File: src/rtl/eirc_pkg.sv
package eirc_pkg;
   localparam int       DATA_W     = 32;
   localparam logic [2:0] WORD_BYTES = 3'd4;

   function automatic logic size_ok(input logic [2:0] sz);
      return sz == WORD_BYTES;
   endfunction
endpackage

File: src/rtl/eirc_set_decode.sv
module eirc_set_decode
   import eirc_pkg::*;
#(
   parameter int WIDTH     = 32,
   parameter int ALARM_NUM = 0,
   parameter bit HAS_ALARM = 1,
   localparam int IDX_W    = $clog2(WIDTH)
) (
   input  logic             wr_ok,
   input  logic [IDX_W-1:0] wnum,
   input  logic             alarm,
   output logic [WIDTH-1:0] set_vec
);
   localparam logic [IDX_W-1:0] ALARM_IDX = ~IDX_W'(ALARM_NUM);

   logic [IDX_W-1:0] bus_idx;
   logic [WIDTH-1:0] bus_vec;
   logic [WIDTH-1:0] alarm_vec;

   // numbers map to bits in reversed order
   assign bus_idx = ~wnum;

   always_comb begin
      bus_vec = '0;
      if (wr_ok) bus_vec[bus_idx] = 1'b1;
   end

   generate
      if (HAS_ALARM) begin : g_alarm
         always_comb begin
            alarm_vec = '0;
            alarm_vec[ALARM_IDX] = alarm;
         end
      end else begin : g_no_alarm
         logic unused_alarm;
         assign unused_alarm = alarm;
         assign alarm_vec    = '0;
      end
   endgenerate

   assign set_vec = bus_vec | alarm_vec;
endmodule

File: src/rtl/eirc_pending.sv
module eirc_pending #(
   parameter int WIDTH = 32
) (
   input  logic             clk,
   input  logic             rst_n,
   input  logic [WIDTH-1:0] set_vec,
   input  logic             clr_we,
   input  logic [WIDTH-1:0] clr_val,
   output logic [WIDTH-1:0] pend_q,
   output logic [WIDTH-1:0] pend_d
);
   generate
      for (genvar b = 0; b < WIDTH; b++) begin : g_bit
         // set beats clear on the same bit
         assign pend_d[b] = set_vec[b] | (pend_q[b] & ~(clr_we & clr_val[b]));

         always_ff @(posedge clk) begin
            if (!rst_n) pend_q[b] <= 1'b0;
            else        pend_q[b] <= pend_d[b];
         end
      end
   endgenerate
endmodule

File: src/rtl/eirc_mask_irq.sv
module eirc_mask_irq #(
   parameter int WIDTH = 32
) (
   input  logic             clk,
   input  logic             rst_n,
   input  logic             mask_we,
   input  logic [WIDTH-1:0] mask_val,
   input  logic [WIDTH-1:0] pend_d,
   output logic [WIDTH-1:0] mask_q,
   output logic             irq_o
);
   logic [WIDTH-1:0] mask_d;

   assign mask_d = mask_we ? mask_val : mask_q;

   always_ff @(posedge clk) begin
      if (!rst_n) begin
         mask_q <= '0;
         irq_o  <= 1'b0;
      end else begin
         mask_q <= mask_d;
         irq_o  <= |(pend_d & mask_d);
      end
   end
endmodule

File: src/rtl/eirc_top.sv
module eirc_top
   import eirc_pkg::*;
#(
   parameter int WIDTH     = 32,
   parameter int ALARM_NUM = 0,
   parameter bit HAS_ALARM = 1
) (
   input  logic              clk,
   input  logic              rst_n,
   input  logic              bus_wr,
   input  logic              bus_rd,
   input  logic [2:0]        bus_size,
   input  logic [DATA_W-1:0] bus_wdata,
   output logic [DATA_W-1:0] bus_rdata,
   output logic              bus_err,
   input  logic              alarm_pulse,
   input  logic              core_clr_we,
   input  logic [WIDTH-1:0]  core_clr_val,
   input  logic              core_mask_we,
   input  logic [WIDTH-1:0]  core_mask_val,
   output logic              irq_o
);
   localparam int IDX_W = $clog2(WIDTH);

   generate
      if (WIDTH < 2 || WIDTH > DATA_W || (WIDTH & (WIDTH - 1)) != 0) begin : g_bad_width
         $error("eirc_top: WIDTH must be a power of two from 2 to 32");
      end
      if (ALARM_NUM < 0 || ALARM_NUM >= WIDTH) begin : g_bad_alarm
         $error("eirc_top: ALARM_NUM out of range");
      end
   endgenerate

   logic             acc_ok;
   logic             wr_ok;
   logic             rd_ok;
   logic [WIDTH-1:0] set_vec;
   logic [WIDTH-1:0] pend_q;
   logic [WIDTH-1:0] pend_d;
   logic [WIDTH-1:0] mask_q;
   logic [WIDTH-1:0] rd_q;
   logic             unused_wdata;

   assign acc_ok       = size_ok(bus_size);
   assign wr_ok        = bus_wr & acc_ok;
   assign rd_ok        = bus_rd & acc_ok;
   assign unused_wdata = ^bus_wdata[DATA_W-1:IDX_W];

   eirc_set_decode #(
      .WIDTH(WIDTH), .ALARM_NUM(ALARM_NUM), .HAS_ALARM(HAS_ALARM)
   ) u_dec (
      .wr_ok  (wr_ok),
      .wnum   (bus_wdata[IDX_W-1:0]),
      .alarm  (alarm_pulse),
      .set_vec(set_vec)
   );

   eirc_pending #(.WIDTH(WIDTH)) u_pend (
      .clk    (clk),
      .rst_n  (rst_n),
      .set_vec(set_vec),
      .clr_we (core_clr_we),
      .clr_val(core_clr_val),
      .pend_q (pend_q),
      .pend_d (pend_d)
   );

   eirc_mask_irq #(.WIDTH(WIDTH)) u_mask (
      .clk     (clk),
      .rst_n   (rst_n),
      .mask_we (core_mask_we),
      .mask_val(core_mask_val),
      .pend_d  (pend_d),
      .mask_q  (mask_q),
      .irq_o   (irq_o)
   );

   always_ff @(posedge clk) begin
      if (!rst_n) begin
         rd_q    <= '0;
         bus_err <= 1'b0;
      end else begin
         if (rd_ok) rd_q <= pend_q;
         bus_err <= (bus_wr | bus_rd) & ~acc_ok;
      end
   end

   generate
      if (WIDTH == DATA_W) begin : g_rd_full
         assign bus_rdata = rd_q;
      end else begin : g_rd_ext
         assign bus_rdata = {{(DATA_W - WIDTH){1'b0}}, rd_q};
      end
   endgenerate
endmodule

File: config.mk
export PLATFORM = sky130hd
export DESIGN_NAME = eirc_top
export DESIGN_NICKNAME = d
export VERILOG_FILES = /design/src/rtl/eirc_pkg.sv /design/src/rtl/eirc_set_decode.sv /design/src/rtl/eirc_pending.sv /design/src/rtl/eirc_mask_irq.sv /design/src/rtl/eirc_top.sv
export SDC_FILE = /design/constraint.sdc
export NUM_CORES = 1
export LEC_CHECK = 0
export BUFFER_PORTS_ARGS = -buffer_cell sky130_fd_sc_hd__buf_2
export CAP_MARGIN = 25
export CORE_ASPECT_RATIO = 0.6
export CORE_MARGIN = 5
export CORE_UTILIZATION = 48
export CTS_BUF_LIST = sky130_fd_sc_hd__clkbuf_2 sky130_fd_sc_hd__clkbuf_4 sky130_fd_sc_hd__clkbuf_8
export DETAILED_ROUTE_END_ITERATION = 16
export PLACE_DENSITY = 0.87
export SYNTH_ARGS = -nofsm -noshare
export SYNTH_HDL_FRONTEND = slang
export SYNTH_SLANG_ARGS = --single-unit
File: constraint.sdc
create_clock -name clk -period 1.45 [get_ports clk]
set_clock_uncertainty 0.05 [all_clocks]
set_input_delay 0.0725 -clock clk [delete_from_list [all_inputs] [get_ports clk]]
set_output_delay 0.0725 -clock clk [all_outputs]
set_load 0.03 [all_outputs]
==> results by stage <==
Synth:
- Of the synthesized area, sequential elements account for 44.9%.
- In the synthesized netlist the dominant register cell turns out to be sky130_fd_sc_hd__dfxtp_1.
- The fraction of post-synthesis cell area in the top cell type by area is 44.9%.
- The cell area after synthesis is 0.00437 mm².
- The number of enable flip-flop cells after synthesis is 0.
- In the post-synthesis netlist, the biggest area contributors are sky130_fd_sc_hd__dfxtp_1 (45%), sky130_fd_sc_hd__a21boi_0 (10%), sky130_fd_sc_hd__nand2_1 (7.7%).
- The synthesized instance count is 488.
- The number of nets in the synthesized netlist is 594.
- The fraction of registers with async set/reset is 0%.
- The dominant cell type by area after synthesis is sky130_fd_sc_hd__dfxtp_1.
- The cell with the most instances after synthesis is sky130_fd_sc_hd__dfxtp_1.
- The yosys synthesis warning count is 0.
- The number of synthesized register bits is 98.
- Averaged over all synthesized cells, the footprint is 8.96 µm².
- The count of distinct cell types in the synthesized netlist is 44.
- The commonest cells after synthesis are sky130_fd_sc_hd__dfxtp_1 (98), sky130_fd_sc_hd__nand2_1 (90), sky130_fd_sc_hd__a21boi_0 (61), sky130_fd_sc_hd__nor2_1 (27), sky130_fd_sc_hd__nor2b_1 (27).

Power:
- VDD sags by at most 0.507 mV.
- The overall power after layout is 0.00534 W.
- The net switching power of the design is 0.00132 W.
- The internal portion of the total power is 0.00402 W.
- The fraction of power consumed by combinational cells is 13.1%.
- Dividing total power by cell area gives a power density of 916 mW/mm².
- Of the total power, registers draw 51.9%.
- The switching share of power is 24.7%.
- The share of total power dissipated in the clock network is 35.0%.
- For this design the static power due to leakage is 2.46 nW.

Global route:
- The pin count of the biggest net entering global routing is 37.
- For this run, global-route usage on met2 was measured as 38.6%.
- The global-route congestion overflow total is 0.
- The met1 global-route usage is 34.5%.
- The global-route wire length before repair is 22,000 µm.
- The total routing resource utilization after global routing is 25.2%.
- In this run the most used layer during global routing was met2.
- The number of global-route vias before repair was 4,191.
- The number of antenna violations at the first check in global routing is 0.
- Global routing consumed, on the met3 layer, 7.29% of the routing resources.

Worst setup path:
- The worst setup path is of the reg2reg kind.
- The signal arrival time at the worst endpoint is 1.92 ns.
- The maximum fanout along the worst path is 3.
- The critical path data required time is 1.68 ns.
- The sort of element at the end of the critical path is a flip-flop.
- The nature of the critical path startpoint is a flip-flop.

Routing:
- In the routed design, unresolved DRC markers number 0.
- The starting DRC count in detailed routing is 295.
- The final routed wirelength across all metal layers is 13,800 µm.
- The average detailed-routed wire length per instance is 17.8 µm.
- In the routed layout, each cell is associated on average with a via count of 5.39.
- The number of vias in the routed layout is 4,170.
- The number of nets still failing antenna checks after routing is 0.
- The detailed-router iteration count before antenna repair is 5.

Cells and area:
- The number of nets in the layout is 759.
- The area added between synthesis and finish is 33.1%.
- Cells fill 64.6% of the core in the end.
- The final design instance area without fill is 0.00582 mm².
- The number of standard cells in the final layout excluding fillers is 774.
- The number of antenna diodes in the final layout is 0.
- The share of cells above drive strength 1 is 33.9%.

STA:
- The worst max-slew margin expressed relative to the limit is 67.4%.
- Based on the critical path, the design can be clocked at up to 594 MHz.
- The worst path in the final design needs a cycle of 1.68 ns, including I/O delays and setup.
- After layout, the worst path uses 116% of the clock period.
- Setup violations remaining at the end of the flow were counted as 1.
- The worst path setup slack after routing is -0.234 ns.
- For the pin with the worst max-slew slack, the measured transition is 0.485 ns.
- The final total negative setup slack is -0.234 ns.
- The final count of pins violating max slew is 0.
- The final-report hold violation count is 0.
- Setup repair after global routing could not meet its margin everywhere.

Outcome:
- The run finished, with violations left.
- The checks that failed: negative setup slack.

Job:
- Across the run, the number of max-cap violations was 0.

Clocking:
- The count of clock tree sinks is 98.
- After clock tree synthesis, the clock-pin slew on the worst setup and hold paths is 0.10 ns.
- Counting the buffers created by CTS gives 9.
- The later pin in the worst-skew pair is clocked with a latency of 0.38 ns.
- The H-tree was split into 3 levels.
- The clock tree from TritonCTS is built.
- No sink is reached through more buffers than the 2 on the longest clock path.
- The root cell of the clock tree is sky130_fd_sc_hd__clkbuf_8.

Place:
- The total placed cells including tap cells is 752.
- Once detailed placement completed, the half-perimeter wirelength came to 11,000 µm.
- The routability-driven placement congestion ratio is 0.955.
- The count of port buffers added during placement is 112.
- The cell area after placement is 0.00553 mm².

Floorplan:
- The core region is 0.00902 mm².
- The floorplan step set the die height to 83.9 µm.
- The initial utilization of the core area, before any placement, comes to 48.5%.
- 140 I/O pins were placed.
- The die covers 0.0112 mm².
- Measured along the x axis, the die boundary spans 133 µm.
- The cell row count is 27.

Min path:
- The path class of the tightest hold or removal check is in2reg.
==> final timing paths <==
check	to	from	depth (start not counted)	slack, ns
worst min register to register	bus_rdata[12]	bus_rdata[12]	2	0.42
worst max-delay path	u_mask.irq_o	u_mask.mask_q[3]	6	-0.23
worst max register to register	u_mask.irq_o	u_mask.mask_q[3]	6	-0.23
worst min-delay path	u_mask.mask_q[27]	core_mask_val[27]	3	0.009
==> registers in the layout, summed over array words and instances (netlist names) <==
signal and count:
bus_err 1, bus_rdata 32, u_mask.irq_o 1, u_mask.mask_q 32, u_pend.pend_q 32
==> power by group through the flow <==
stage | combinational, W | sequential (W) | clock (W)
2_1_floorplan | 0.000326 | 0.00283 | 0
3_3_place_gp | 0.000658 | 0.00283 | 0
3_5_place_dp | 0.000667 | 0.00283 | 0
4_1_cts | 0.000688 | 0.00277 | 0.00191
5_1_grt | 0.000749 | 0.00277 | 0.00204
6_report | 0.000700 | 0.00277 | 0.00187
==> worst max-delay path: stages (launching register included) <==
cell                       delay (ns)
sky130_fd_sc_hd__dfxtp_1         0.32
sky130_fd_sc_hd__mux2i_2         0.23
sky130_fd_sc_hd__o22a_2          0.19
sky130_fd_sc_hd__o221ai_2        0.11
sky130_fd_sc_hd__o31ai_2         0.25
sky130_fd_sc_hd__nand4_1         0.14
sky130_fd_sc_hd__o31a_1          0.30
==> through the flow <==
stage	hold WS, ns	setup slack, ns
final	0.00855	-0.234
after global routing	0.0164	-0.320
after floorplan	0.174	-0.0703
after global placement	0.291	-0.540
after detailed placement	0.315	-0.480
after CTS	0.00144	-0.243
==> kinds of logic after synthesis <==
group           share of synthesized area, %
mux                                     8.27
simple gates                            23.9
compound gates                          19.3
flops                                   44.9
buf+inv                                 3.75
==> cell usage in the layout, fill, tap and decap left out, types with 4 or more instances in the layout <==
master                          count
sky130_fd_sc_hd__mux2_4             5
sky130_fd_sc_hd__mux2_2             5
sky130_fd_sc_hd__nor2_1            27
sky130_fd_sc_hd__nor3b_1            4
sky130_fd_sc_hd__o21a_1            22
sky130_fd_sc_hd__a21boi_0          61
sky130_fd_sc_hd__a21oi_1            6
sky130_fd_sc_hd__nor3_1             4
sky130_fd_sc_hd__nand2_1           90
sky130_fd_sc_hd__and2_1            13
sky130_fd_sc_hd__nand3b_1           4
sky130_fd_sc_hd__clkbuf_8          11
sky130_fd_sc_hd__nand2b_1          18
sky130_fd_sc_hd__dlygate4sd3_1      5
sky130_fd_sc_hd__nand3_1            4
sky130_fd_sc_hd__o22ai_1            9
sky130_fd_sc_hd__nor2b_1           27
sky130_fd_sc_hd__buf_12             6
sky130_fd_sc_hd__buf_4             63
sky130_fd_sc_hd__mux2i_1           18
sky130_fd_sc_hd__dfxtp_1           97
sky130_fd_sc_hd__nand4_1            7
sky130_fd_sc_hd__buf_2            112
sky130_fd_sc_hd__mux2i_2            4
==> metal layers <==
layer  routed length, µm  vias up
li1                    -     1999
met1                6500     1988
met2                6010      162
met3                1080       21
met4                 227        0
met5                   0        -
==> final cells by class <==
cell class	instances	area [µm²]
clock buffers	11	151
multi-input cells	357	2290
repair buffers	187	1220
well taps	116	145
fillers	764	3200
flip-flops and latches	98	1960
clock inverters	5	60.1
==> what timing repair did <==
action                     in CTS  in global routing
hold endpoints to repair        6                  0
buffers inserted                0                  0
gates resized for setup         2                  3
hold buffers                    6                  0
setup endpoints to repair       1                  2
pin swaps                       0                  1
Power figures use the tool's default switching activity.
